**config.mk**
```make
export PLATFORM = sky130hd
export DESIGN_NAME = progSequencer
export DESIGN_NICKNAME = d
export VERILOG_FILES = /design/src/rtl/seqPkg.sv /design/src/rtl/seqControl.sv /design/src/rtl/seqDatapath.sv /design/src/rtl/progSequencer.sv
export SDC_FILE = /design/constraint.sdc
export NUM_CORES = 1
export LEC_CHECK = 0
export ABC_AREA = 1
export BUFFER_PORTS_ARGS = -buffer_cell sky130_fd_sc_hd__buf_2
export CORE_UTILIZATION = 49
export CTS_CLUSTER_DIAMETER = 40
export DETAILED_ROUTE_END_ITERATION = 8
export PLACE_DENSITY = 0.84
export SYNTH_ARGS = -nofsm -noshare
export SYNTH_HDL_FRONTEND = slang
export SYNTH_SLANG_ARGS = --single-unit
```
**constraint.sdc**
```tcl
create_clock -name clk -period 1.55 [get_ports clk]
set_clock_uncertainty 0.1 [all_clocks]
set_input_delay 0.155 -clock clk [delete_from_list [all_inputs] [get_ports clk]]
set_output_delay 0.155 -clock clk [all_outputs]
set_load 0.005 [all_outputs]
```
**src/rtl/seqPkg.sv**
```systemverilog
package seqPkg;

  typedef enum logic [2:0] {
    OP_NONE  = 3'd0,
    OP_JUMP  = 3'd1,
    OP_JCOND = 3'd2,
    OP_CALL  = 3'd3,
    OP_RTS   = 3'd4
  } opClassE;

  // Strobes from control to datapath: exactly one next-address source
  // per cycle, plus the return-register write enable.
  typedef struct packed {
    logic takeRedir;
    logic takeReturn;
    logic takeTarget;
    logic takeLinear;
    logic saveReturn;
  } seqStrobeT;

endpackage

```
**src/rtl/seqControl.sv**
```systemverilog
module seqControl
  import seqPkg::*;
(
  input  logic       clk,
  input  logic       rstN,
  input  logic [2:0] opClass,
  input  logic       predictTaken,
  input  logic       redirValid,
  output seqStrobeT  strobes
);

  logic isJump;
  logic isCondTaken;
  logic isCall;
  logic isReturn;

  always_comb begin
    isJump      = 1'b0;
    isCondTaken = 1'b0;
    isCall      = 1'b0;
    isReturn    = 1'b0;
    case (opClass)
      OP_JUMP:  isJump      = 1'b1;
      OP_JCOND: isCondTaken = predictTaken;
      OP_CALL:  isCall      = 1'b1;
      OP_RTS:   isReturn    = 1'b1;
      default:  ;
    endcase
  end

  // Priority: redirect, return, target (jump/call/predicted branch), linear.
  always_comb begin
    strobes            = '0;
    if (redirValid) begin
      strobes.takeRedir  = 1'b1;
    end else if (isReturn) begin
      strobes.takeReturn = 1'b1;
    end else if (isJump || isCondTaken || isCall) begin
      strobes.takeTarget = 1'b1;
      strobes.saveReturn = isCall;
    end else begin
      strobes.takeLinear = 1'b1;
    end
  end

  // the datapath is steered by exactly one source every cycle
  a_r6_single_source: assert property (@(posedge clk) disable iff (!rstN)
    $onehot({strobes.takeRedir, strobes.takeReturn, strobes.takeTarget, strobes.takeLinear}));

  // a squashed call never writes the return register
  a_r6_no_save_on_redir: assert property (@(posedge clk) disable iff (!rstN)
    redirValid |-> !strobes.saveReturn);

endmodule

```
**src/rtl/seqDatapath.sv**
```systemverilog
module seqDatapath
  import seqPkg::*;
#(
  parameter int unsigned ADDR_W   = 16,
  parameter logic [ADDR_W-1:0] RESET_PC = '0
) (
  input  logic              clk,
  input  logic              rstN,
  input  seqStrobeT         strobes,
  input  logic [ADDR_W-1:0] targetAddr,
  input  logic [ADDR_W-1:0] redirAddr,
  output logic [ADDR_W-1:0] fetchPc,
  output logic [ADDR_W-1:0] retAddr
);

  localparam logic [ADDR_W-1:0] ONE = ADDR_W'(1);

  logic [ADDR_W-1:0] pcReg;
  logic [ADDR_W-1:0] retReg;
  logic [ADDR_W-1:0] linearPc;
  logic [ADDR_W-1:0] nextPc;

  assign linearPc = pcReg + ONE;

  always_comb begin
    nextPc = linearPc;
    unique case (1'b1)
      strobes.takeRedir:  nextPc = redirAddr;
      strobes.takeReturn: nextPc = retReg;
      strobes.takeTarget: nextPc = targetAddr;
      default:            nextPc = linearPc;
    endcase
  end

  always_ff @(posedge clk or negedge rstN) begin
    if (!rstN) begin
      pcReg <= RESET_PC;
    end else begin
      pcReg <= nextPc;
    end
  end

  always_ff @(posedge clk or negedge rstN) begin
    if (!rstN) begin
      retReg <= '0;
    end else if (strobes.saveReturn) begin
      retReg <= linearPc;
    end
  end

  assign fetchPc = pcReg;
  assign retAddr = retReg;

  // linear stepping advances by exactly one
  a_r1_linear_step: assert property (@(posedge clk) disable iff (!rstN)
    strobes.takeLinear |=> pcReg == $past(pcReg) + ONE);

  // return register only changes when the control asks for it
  a_r5_ret_held: assert property (@(posedge clk) disable iff (!rstN)
    !strobes.saveReturn |=> $stable(retReg));

endmodule

```
**src/rtl/progSequencer.sv**
```systemverilog
module progSequencer
  import seqPkg::*;
#(
  parameter int unsigned ADDR_W = 16
) (
  input  logic              clk,
  input  logic              rstN,
  input  logic [2:0]        opClass,
  input  logic [ADDR_W-1:0] targetAddr,
  input  logic              predictTaken,
  input  logic              redirValid,
  input  logic [ADDR_W-1:0] redirAddr,
  output logic [ADDR_W-1:0] fetchPc,
  output logic [ADDR_W-1:0] retAddr
);

  seqStrobeT strobes;

  seqControl i_seqControl (
    .clk          (clk),
    .rstN         (rstN),
    .opClass      (opClass),
    .predictTaken (predictTaken),
    .redirValid   (redirValid),
    .strobes      (strobes)
  );

  seqDatapath #(
    .ADDR_W   (ADDR_W),
    .RESET_PC ('0)
  ) i_seqDatapath (
    .clk        (clk),
    .rstN       (rstN),
    .strobes    (strobes),
    .targetAddr (targetAddr),
    .redirAddr  (redirAddr),
    .fetchPc    (fetchPc),
    .retAddr    (retAddr)
  );

  // call lands on its target and records the following address
  a_r3_call_target: assert property (@(posedge clk) disable iff (!rstN)
    (opClass == OP_CALL && !redirValid) |=> fetchPc == $past(targetAddr));
  a_r3_call_saves: assert property (@(posedge clk) disable iff (!rstN)
    (opClass == OP_CALL && !redirValid) |=> retAddr == $past(fetchPc) + ADDR_W'(1));

  // return resumes at the saved address
  a_r4_return: assert property (@(posedge clk) disable iff (!rstN)
    (opClass == OP_RTS && !redirValid) |=> fetchPc == $past(retAddr));

  // unconditional jump leaves the return register alone
  a_r2_jump_keeps_ret: assert property (@(posedge clk) disable iff (!rstN)
    (opClass == OP_JUMP || opClass == OP_JCOND) |=> $stable(retAddr));

  // redirect wins over everything
  a_r6_redirect: assert property (@(posedge clk) disable iff (!rstN)
    redirValid |=> fetchPc == $past(redirAddr));

  // reset state
  a_r8_reset: assert property (@(negedge clk) !rstN |-> (fetchPc == '0 && retAddr == '0));

endmodule

```
==> impl_results.md, run 1 <==
* Total negative setup slack at 0 ns
* Final Critical Period at ~1.4 ns
* Die ar. at 4079 sq um
* Num CTS Buffers at 5
* Most common cell after layout, fill and taps aside: nand2_1
* Post-synth top area cell: dfrtp_1
* Post-route ant nets at 0
* Initial antenna violation count at 0
* Share of layout cells above drive strength 1 at 0.2865
* GRT Total Usage at 0.2816
* # DRC at 0
* Placed instance count at 385
* CTS tree: yes
* Commonest cells after routing, fill and taps aside: nand2_1 (125), buf_2 (70), dfrtp_1 (31)
* Worst skew pair latency at 0.29 ns
* CP max stage delay at 0.39 ns
* NumNets Final at approximately 400
* Syn-to-layout area delta at 34.36%
* Drt first pass iters at 4
* Hold Crit Class: primary input to register
* Reg2Reg Depth at 8
* Worst Tran Pin Value at 0.4032 ns
* Synth top area cells: dfrtp_1 (43%), nand2_1 (25%), nand3_1 (6.1%), inv_1 (3.6%), nor2_1 (3.6%)
* Netlist cell types at 20
* Relative slew slack at 0.7305
* Mapped cell area at 1876 sq um
* Die height at 63.87 um
* WL per Instance at 12.54 um
* Post-synthesis instance total at about 270
* Pwr dens at 962.1 nW/um^2
* Initial DRC Count at roughly 110
* Fin crit share at 0.9329
* Worst setup startpoint: i_seqDatapath.fetchPc[1]
* Fin. Hold Viols at 0
* Clock slew at reported path FFs at 0.07 ns
* Post-synth EDFFs at 0
* Yosys top cell area share at 0.4270
* Io pins at 71
* CP max FO at 3
* # diodes at 0
* Hold Path Origin: redirAddr[2]
* Final setup violation count at 0
* Hpwl dp at approximately 3500 um
* # port buffers at 70
* Worst EP required at 1.62 ns
* Ys Warns at 0
* Worst IR Drop VDD at 0.5959 mV
* CP Cell Sequence: ha_2 -> nand3_2 -> buf_4 -> inv_2 -> nand2_2 -> xnor2_2 -> nand2_1 -> nand2_1
* Post-synth ARST share at 1.000
* Vias in the first global route at 1922
* Post-DR vias/cell at 5.040
* Post-synth top flop: dfrtp_1
* Startpoint Class: register
* FMAX at 691.5 MHz
* R2r endpoint: i_seqDatapath.fetchPc[8]
* Min-Delay Path Depth at 3
* Final wirelength at 5068 um
* Critical Path End Type: register
* LEAKAGE at 1.404 nW
* Synth Register Bits at 32
* DR vias at 2036
* GP Congestion at 0.8511
* Slew Limit Fails at 0
* Root buf cell: clkbuf_8
* Largest net degree at the start of global routing at 33
* Core ar. at 3661 sq um
* Status: finished clean
* Filler cells at 332
* # rows at 22
* Initial Util at 0.5123
* Worst Setup Path Type: register to register
* First-pass GRT wire length at a little under 9000 um
* Syn_nets at 307
* Unrepaired setup endpoints after global routing: false
* Crit Reg-Reg Startpoint: i_seqDatapath.fetchPc[1]
* Hold EP: i_seqDatapath.fetchPc[2]
* H-tree levels at 2
* Most used cell, CP: nand2_1
* Sink Count at 32
* Longest Clk Path Bufs at 2
* Mean Syn Cell Area at 7.025 sq um
* Register area share after synthesis at 0.4270
* Crit path DAT at approximately 1.5 ns
* Max stage delay cell, worst path: dfrtp_1
* Gr ovfl total at 0
* Fin cells at just over 400
* Die span in x at roughly 64 um
* R2R setup slack at 0.10 ns
* Max_cap viols at 0
==> worst max path at each step <==
stage | end | slack [ns]
floorplan | i_seqDatapath.fetchPc[14] | 0.12
global placement | i_seqDatapath.fetchPc[14] | 0.09
detailed placement | i_seqDatapath.fetchPc[14] | 0.03
CTS | i_seqDatapath.retAddr[14] | 0.007
global route | i_seqDatapath.fetchPc[12] | 0.003
finish | i_seqDatapath.fetchPc[8] | 0.10
==> synth_stat cells (3+ instances only) <==
library cell / number
a21boi_0: 3
a21oi_1: 12
dfrtp_1: 32
inv_1: 18
nand2_1: 126
nand3_1: 23
nand3_2: 3
nand4_1: 3
nor2_1: 18
nor2_4: 4
o21ai_0: 7
xnor2_1: 4
xor2_1: 3
==> logic make-up after synthesis <==
family                     count (synthesis)  synth area share
buffers and inverters                     27           0.06671
AOI/OAI and AO/OA                         23           0.06738
xor gates and xnor gates                   7           0.03269
adders and majority gates                  1          0.006670
DFF                                       32            0.4270
and+or+nand+nor                          177            0.3996
==> worst max-delay path, delay by kind of cell (launching register included) <==
| kind | cells | cell delay, ns |
|---|---|---|
| xor+xnor | 1 | 0.15 |
| fa+ha+maj | 1 | 0.21 |
| buf+inv | 2 | 0.22 |
| flops | 1 | 0.39 |
| simple gates | 4 | 0.27 |
==> through the flow <==
step	worst slack, ns	util	power [mW]	hold WS, ns	area [sq um]
finish	0.1040	0.6883	2.424	0.003255	2520
global route	0.003230	0.6883	2.587	0.01495	2520
CTS	0.006819	0.6805	2.412	0.008220	2491
detailed placement	0.03110	0.6285	1.733	0.02431	2301
global placement	0.08947	0.6285	1.717	0.02217	2301
floorplan	0.1153	-	1.427	-0.2406	1876
==> state kept, by name, indices dropped and copies added (netlist names) <==
register	count
i_seqDatapath.fetchPc	16
i_seqDatapath.retAddr	16
==> power by group <==
| part | switching (mW) | internal, mW | total, mW | leakage (nW) |
|---|---|---|---|---|
| clock | 0.306 | 0.362 | 0.667 | 0.0455 |
| sequential | 0.139 | 0.984 | 1.12 | 0.394 |
| combinational | 0.332 | 0.302 | 0.634 | 0.965 |
| total | 0.776 | 1.65 | 2.42 | 1.40 |
==> per-layer routing <==
layer  track usage  up-vias  part of all wire
met2        0.4561       81              0.47
met4       0.09375        0             0.015
met3       0.06964        9             0.066
li1              -     1017                 -
met1        0.3668      929              0.45
met5             0        -                 0
==> what timing repair did <==
item	in CTS	in global routing
buffers inserted	0	1
hold endpoints to repair	41	0
hold buffers	10	0
endpoints found under the setup margin	0	14
gates resized for setup	0	8
==> area by class of cell <==
type	instances	area, sq um	area share
well taps	48	60.06	0.02383
inverters	20	75.07	0.02979
multi-input cells	208	969.7	0.3848
flip-flops and latches	32	802.0	0.3183
repair buffers	88	523.0	0.2075
clock buffers	8	90.09	0.03575
Power figures use the tool's default switching activity.
==> run 2, diff against run 1 <==
==> constraint.sdc (replaced) <==
create_clock -name clk -period 1.55 [get_ports clk]
set_clock_uncertainty 0.1 [all_clocks]
set_input_delay 0 -clock clk [delete_from_list [all_inputs] [get_ports clk]]
set_output_delay 0 -clock clk [all_outputs]
set_load 0.005 [all_outputs]
==> run 2 against run 1 <==
Non-clock buffer count grew 20. Maximum frequency shrank 3.6%. Sequential power is essentially flat. Combinational power rose by 7.9%. Hold slack improved by 0.14 ns. Largest power group unchanged.
==> impl_results.md, run 2 (synthesis gave the netlist of run 1 again) <==
* Post-DR vias/cell at about 5.0
* FMAX at roughly 670 MHz
* Status: finished clean
* Syn-to-layout area delta at 45.76%
* Most common cell after layout, fill and taps aside: nand2_1
* Die height at 63.87 um
* Hold EP: i_seqDatapath.retAddr[6]
* Commonest cells after routing, fill and taps aside: nand2_1 (125), buf_2 (70), dlygate4sd3_1 (33)
* Setup bufs post-CTS at 0
* Longest Clk Path Bufs at 2
* Root buf cell: clkbuf_8
* Startpoint Class: register
* Num CTS Buffers at 5
* CP Cell Sequence: buf_4 -> nand3_1 -> nor2_1 -> nand3_1 -> nand2_1 -> nand2_1 -> nand2_1 -> nand2_1
* Reg area at approximately 800 sq um
* Sink Count at 32
* LEAKAGE at between 1 and 1.5 nW
* CP max FO at 4
* Final instance area at 2734 sq um
* Worst path buffer plus inverter count at 1
* CTS tree: yes
* Filler cells at 282
* First-pass GRT wire length at 9052 um
* Final setup violation count at 0
* Final wirelength at 5468 um
* Io pins at 71
* Placed instance count at ~380
* # diodes at 0
* Reg2Reg Depth at 8
* Hold Path Origin: opClass[1]
* Crit Reg-Reg Startpoint: i_seqDatapath.fetchPc[0]
* CP max stage delay at 0.35 ns
* Fin. Hold Viols at 0
* Most used cell, CP: nand2_1
* Max_cap viols at 0
* Worst Tran Pin Value at about 0.7 ns
* Worst EP required at 1.62 ns
* Hpwl dp at 3593 um
* # DRC at 0
* H-tree levels at 2
* Fin crit share at 0.9681
* Total negative setup slack at 0 ns
* Core ar. at 3661 sq um
* Setup WS post-layout at 0.04944 ns
* R2r endpoint: i_seqDatapath.fetchPc[13]
* DR vias at 2133
* Critical Path End Type: register
* # port buffers at 70
* # rows at 22
* Min-Delay Path Depth at 5
* Tot Pwr at 2.602 mW
* Initial DRC Count at approximately 120
* Family with the most delay on the worst path: simple AND/OR/NAND/NOR gates
* Relative slew slack at 0.5237
* Unrepaired setup endpoints after global routing: true
* GRT Total Usage at 0.2886
* Initial antenna violation count at 0
* WL per Instance at between 10 and 15 um
* Max stage delay cell, worst path: dfrtp_1
* Die span in x at between 60 and 70 um
* Largest net degree at the start of global routing at 33
* Worst IR Drop VDD at 0.8069 mV
* Crit path DAT at 1.57 ns
* Final Critical Period at 1.501 ns
* Drt first pass iters at 5
* Share of layout cells above drive strength 1 at 0.2606
* Fin Hold WS at between 0.1 and 0.15 ns
* Final Util at 0.7468
* R2R setup slack at just under 0.05 ns
* Worst skew pair latency at 0.29 ns
* Crit. path cell count at 8
* Gr ovfl total at 0
* Clock slew at reported path FFs at around 0.070 ns
* Initial Util at 0.5123
* NumNets Final at ~420
* Fin cells at ~420
* Pwr dens at 951.8 nW/um^2
* Multi-input gate area at 964.7 sq um
* Post-route ant nets at 0
* Worst Setup Path Type: register to register
* Slew Limit Fails at 0
* Post-DP Area at approximately 2300 sq um
* Vias in the first global route at ~2000
* Die ar. at 4079 sq um
* GP Congestion at 0.8562
* Hold Crit Class: primary input to register
* Worst slack, placed at between 0.04 and 0.05 ns
[run 2: changes by cell type in the layout (fill, tap and decap cells not counted), sizes merged]
cell and delta:
bufinv +1, clkbuf -3, buf -3, clkinvlp +1
dlygate4sd3 +23, clkinv +1
[run 2: repair_timing]
item / CTS / global route
resized for setup: 0 / 6
hold endpoints to repair: 48 / 2
endpoints found under the setup margin: 0 / 21
hold buffers: 33 / 2
[run 2: worst register-to-register path: stages, from the launching register on]
cell	delay [ns]
dfrtp_1	0.35
buf_4	0.13
nand3_1	0.16
nor2_1	0.27
nand3_1	0.11
nand2_1	0.07
nand2_1	0.07
nand2_1	0.07
nand2_1	0.06
[run 2: per-layer routing]
metal	global-route usage	part of all wire	up-vias
met5	0	0	-
met4	0.07386	0.014	0
met3	0.05714	0.076	9
met2	0.5027	0.49	84
met1	0.3637	0.42	992
li1	-	-	1048
[run 2: power breakdown]
| group | leakage, nW | switching (mW) | internal [mW] |
|---|---|---|---|
| Sequential | 0.395 | 0.138 | 0.982 |
| Combinational | 1.04 | 0.345 | 0.340 |
| Clock | 0.0541 | 0.322 | 0.475 |
[run 2: cell type report]
class,instances,share of cell area
Inverter,20,0.02746
Timing Repair Buffer,108,0.2641
Tap cell,48,0.02197
Sequential cell,32,0.2929
Multi-Input combinational cell,208,0.3529
Clock buffer,5,0.02517
Clock inverter,3,0.01556
[run 2: worst max path at each step]
| stage | end | from |
|---|---|---|
| finish | i_seqDatapath.fetchPc[13] | i_seqDatapath.fetchPc[0] |
| global route | i_seqDatapath.retAddr[15] | i_seqDatapath.fetchPc[2] |
| CTS | i_seqDatapath.fetchPc[14] | i_seqDatapath.fetchPc[1] |
| detailed placement | i_seqDatapath.fetchPc[14] | i_seqDatapath.fetchPc[1] |
| global placement | i_seqDatapath.fetchPc[14] | i_seqDatapath.fetchPc[1] |
| floorplan | i_seqDatapath.fetchPc[14] | i_seqDatapath.fetchPc[0] |
==> run 3, diff against run 2 <==
--- a/config.mk
+++ b/config.mk
@@ -11,6 +11,7 @@
 export CTS_CLUSTER_DIAMETER = 40
 export DETAILED_ROUTE_END_ITERATION = 8
 export PLACE_DENSITY = 0.84
+export RECOVER_POWER = 50
 export SYNTH_ARGS = -nofsm -noshare
 export SYNTH_HDL_FRONTEND = slang
 export SYNTH_SLANG_ARGS = --single-unit
==> run 3 against run 2 <==
Combinational power is 2% lower. Via count decreased by 0.61%. Sequential cell count unchanged. Non-clock buffer count stayed put.
==> impl_results.md, run 3 (synthesis gave the netlist of run 1 again) <==
* Hold Crit Class: primary input to register
* Initial Util at 0.5123
* H-tree levels at 2
* Syn-to-layout area delta at 45.10%
* Max stage delay cell, worst path: dfrtp_1
* Fin. Hold Viols at 0
* Hpwl dp at around 3600 um
* Initial antenna violation count at 0
* Most used cell, CP: nand2_1
* Drt first pass iters at 4
* Multi-input gate area at 964.7 sq um
* Final Critical Period at 1.506 ns
* # port buffers at 70
* Startpoint Class: register
* First-pass GRT wire length at 9052 um
* Sink Count at 32
* Sw Share at 0.3117
* Vias in the first global route at ~2000
* # diodes at 0
* Io pins at 71
* Comb pwr share at 0.259
* Final setup violation count at 0
* WL per Instance at between 10 and 15 um
* Fin crit share at 0.9713
* # DRC at 0
* Critical Path End Type: register
* Worst slack, placed at 0.04908 ns
* GRT Total Usage at 0.2886
* Post-route ant nets at 0
* Worst Tran Pin Value at 0.7956 ns
* Family with the most delay on the worst path: simple AND/OR/NAND/NOR gates
* Sequential share of power at 0.432
* LEAKAGE at between 1 and 1.5 nW
* Relative slew slack at 0.4696
* Share of layout cells above drive strength 1 at 0.2340
* Worst IR Drop VDD at about 0.8 mV
* Post-DR vias/cell at 5.000
* Commonest cells after routing, fill and taps aside: nand2_1 (125), buf_2 (59), dlygate4sd3_1 (33)
* CP max stage delay at 0.44 ns
* Most common cell after layout, fill and taps aside: nand2_1
* Final wirelength at 5450 um
* Max_cap viols at 0
* R2R setup slack at 0.04 ns
* DR vias at approximately 2100
* Crit path DAT at ~1.6 ns
* Status: finished clean
* Root buf cell: clkbuf_8
* Clock slew at reported path FFs at 0.07 ns
* Longest Clk Path Bufs at 2
* Power Internal at 1.786 mW
* Worst skew pair latency at approximately 0.29 ns
* FMAX at roughly 660 MHz
* CP max FO at 5
* Fin cells at roughly 420
* Die height at between 60 and 70 um
* Worst EP required at approximately 1.6 ns
* Filler cells at 288
* Worst path buffer plus inverter count at 0
* Setup WS post-layout at about 0.044 ns
* Reg area at 800.8 sq um
* Initial DRC Count at 112
* NumNets Final at 415
* Gr ovfl total at 0
* Slew Limit Fails at 0
* CP Cell Sequence: nand3_1 -> nor2_1 -> nand3_1 -> nand2_1 -> nand2_1 -> nand2_1 -> nand2_1
* Num CTS Buffers at 5
* Placed instance count at ~380
* Clock network power share at 0.308
* Largest net degree at the start of global routing at 33
* Core ar. at 3661 sq um
* Pwr dens at 953.6 nW/um^2
* Worst Setup Path Type: register to register
* Die span in x at between 60 and 70 um
* Unrepaired setup endpoints after global routing: true
* CTS tree: yes
* GP Congestion at between 0.8 and 0.9
* P_sw at 809.0 uW
* Die ar. at 4079 sq um
* # rows at 22
==> run 3: cell types whose count changed in the layout (fill, tap and decap cells not counted), sizes merged <==
cell / change
clkbuf: +11
buf: -11
==> run 3: layout make-up <==
class | instances | share of cell area
clock buffers | 5 | 0.02529
well taps | 48 | 0.02207
clock inverters | 3 | 0.01563
inverters | 20 | 0.02759
multi-input cells | 208 | 0.3545
flip-flops and latches | 32 | 0.2943
repair buffers | 108 | 0.2607
==> run 3: worst paths after layout <==
path,cells past startpoint,start,end
max in group asynchronous,2,rstN,i_seqDatapath.fetchPc[13]
min in group asynchronous,2,rstN,i_seqDatapath.retAddr[4]
worst max-delay path,7,i_seqDatapath.fetchPc[2],i_seqDatapath.fetchPc[13]
worst max register to register,7,i_seqDatapath.fetchPc[2],i_seqDatapath.fetchPc[13]
worst min register to register,2,i_seqDatapath.retAddr[12],i_seqDatapath.retAddr[12]
worst min-delay path,5,opClass[1],i_seqDatapath.retAddr[6]
==> run 3: per-layer routing <==
layer | wire, um | vias up | GRT usage
li1 | - | 1050 | -
met1 | 2355 | 984 | 0.3637
met2 | 2691 | 81 | 0.5027
met3 | 361 | 5 | 0.05714
met4 | 42 | 0 | 0.07386
met5 | 0 | - | 0
==> run 3: stage by stage <==
stage / hold slack, ns / area, sq um / power (mW) / TNS (ns) / utilization
6_report: 0.1430 / 2721 / 2.595 / 0 / 0.7433
5_1_grt: 0.1741 / 2721 / 2.748 / -0.2957 / 0.7433
4_1_cts: 0.1335 / 2715 / 2.595 / 0 / 0.7416
3_5_place_dp: -0.01149 / 2273 / 1.726 / 0 / 0.6210
3_3_place_gp: -0.01744 / 2273 / 1.710 / 0 / 0.6210
2_1_floorplan: -0.3956 / 1876 / 1.427 / 0 / -
==> run 3: repair_timing <==
| item | in CTS | in global routing |
|---|---|---|
| endpoints found under the hold margin | 48 | 2 |
| hold buffers | 33 | 2 |
| endpoints found under the setup margin | 0 | 21 |
| resized for setup | 0 | 6 |
| buffers inserted | 0 | 0 |
==> run 3: power by group through the flow <==
stage	clock network, mW	logic (mW)	registers, mW
floorplan	0	0.299	1.13
CTS	0.803	0.675	1.12
detailed placement	0	0.597	1.13
finish	0.800	0.673	1.12
global placement	0	0.581	1.13
global route	0.844	0.762	1.14
==> run 3: worst reg2reg max path: cells and delay by family (launching register included) <==
family	cells	cell delay, ns
flip-flops	1	0.44
AND/OR/NAND/NOR	7	0.84
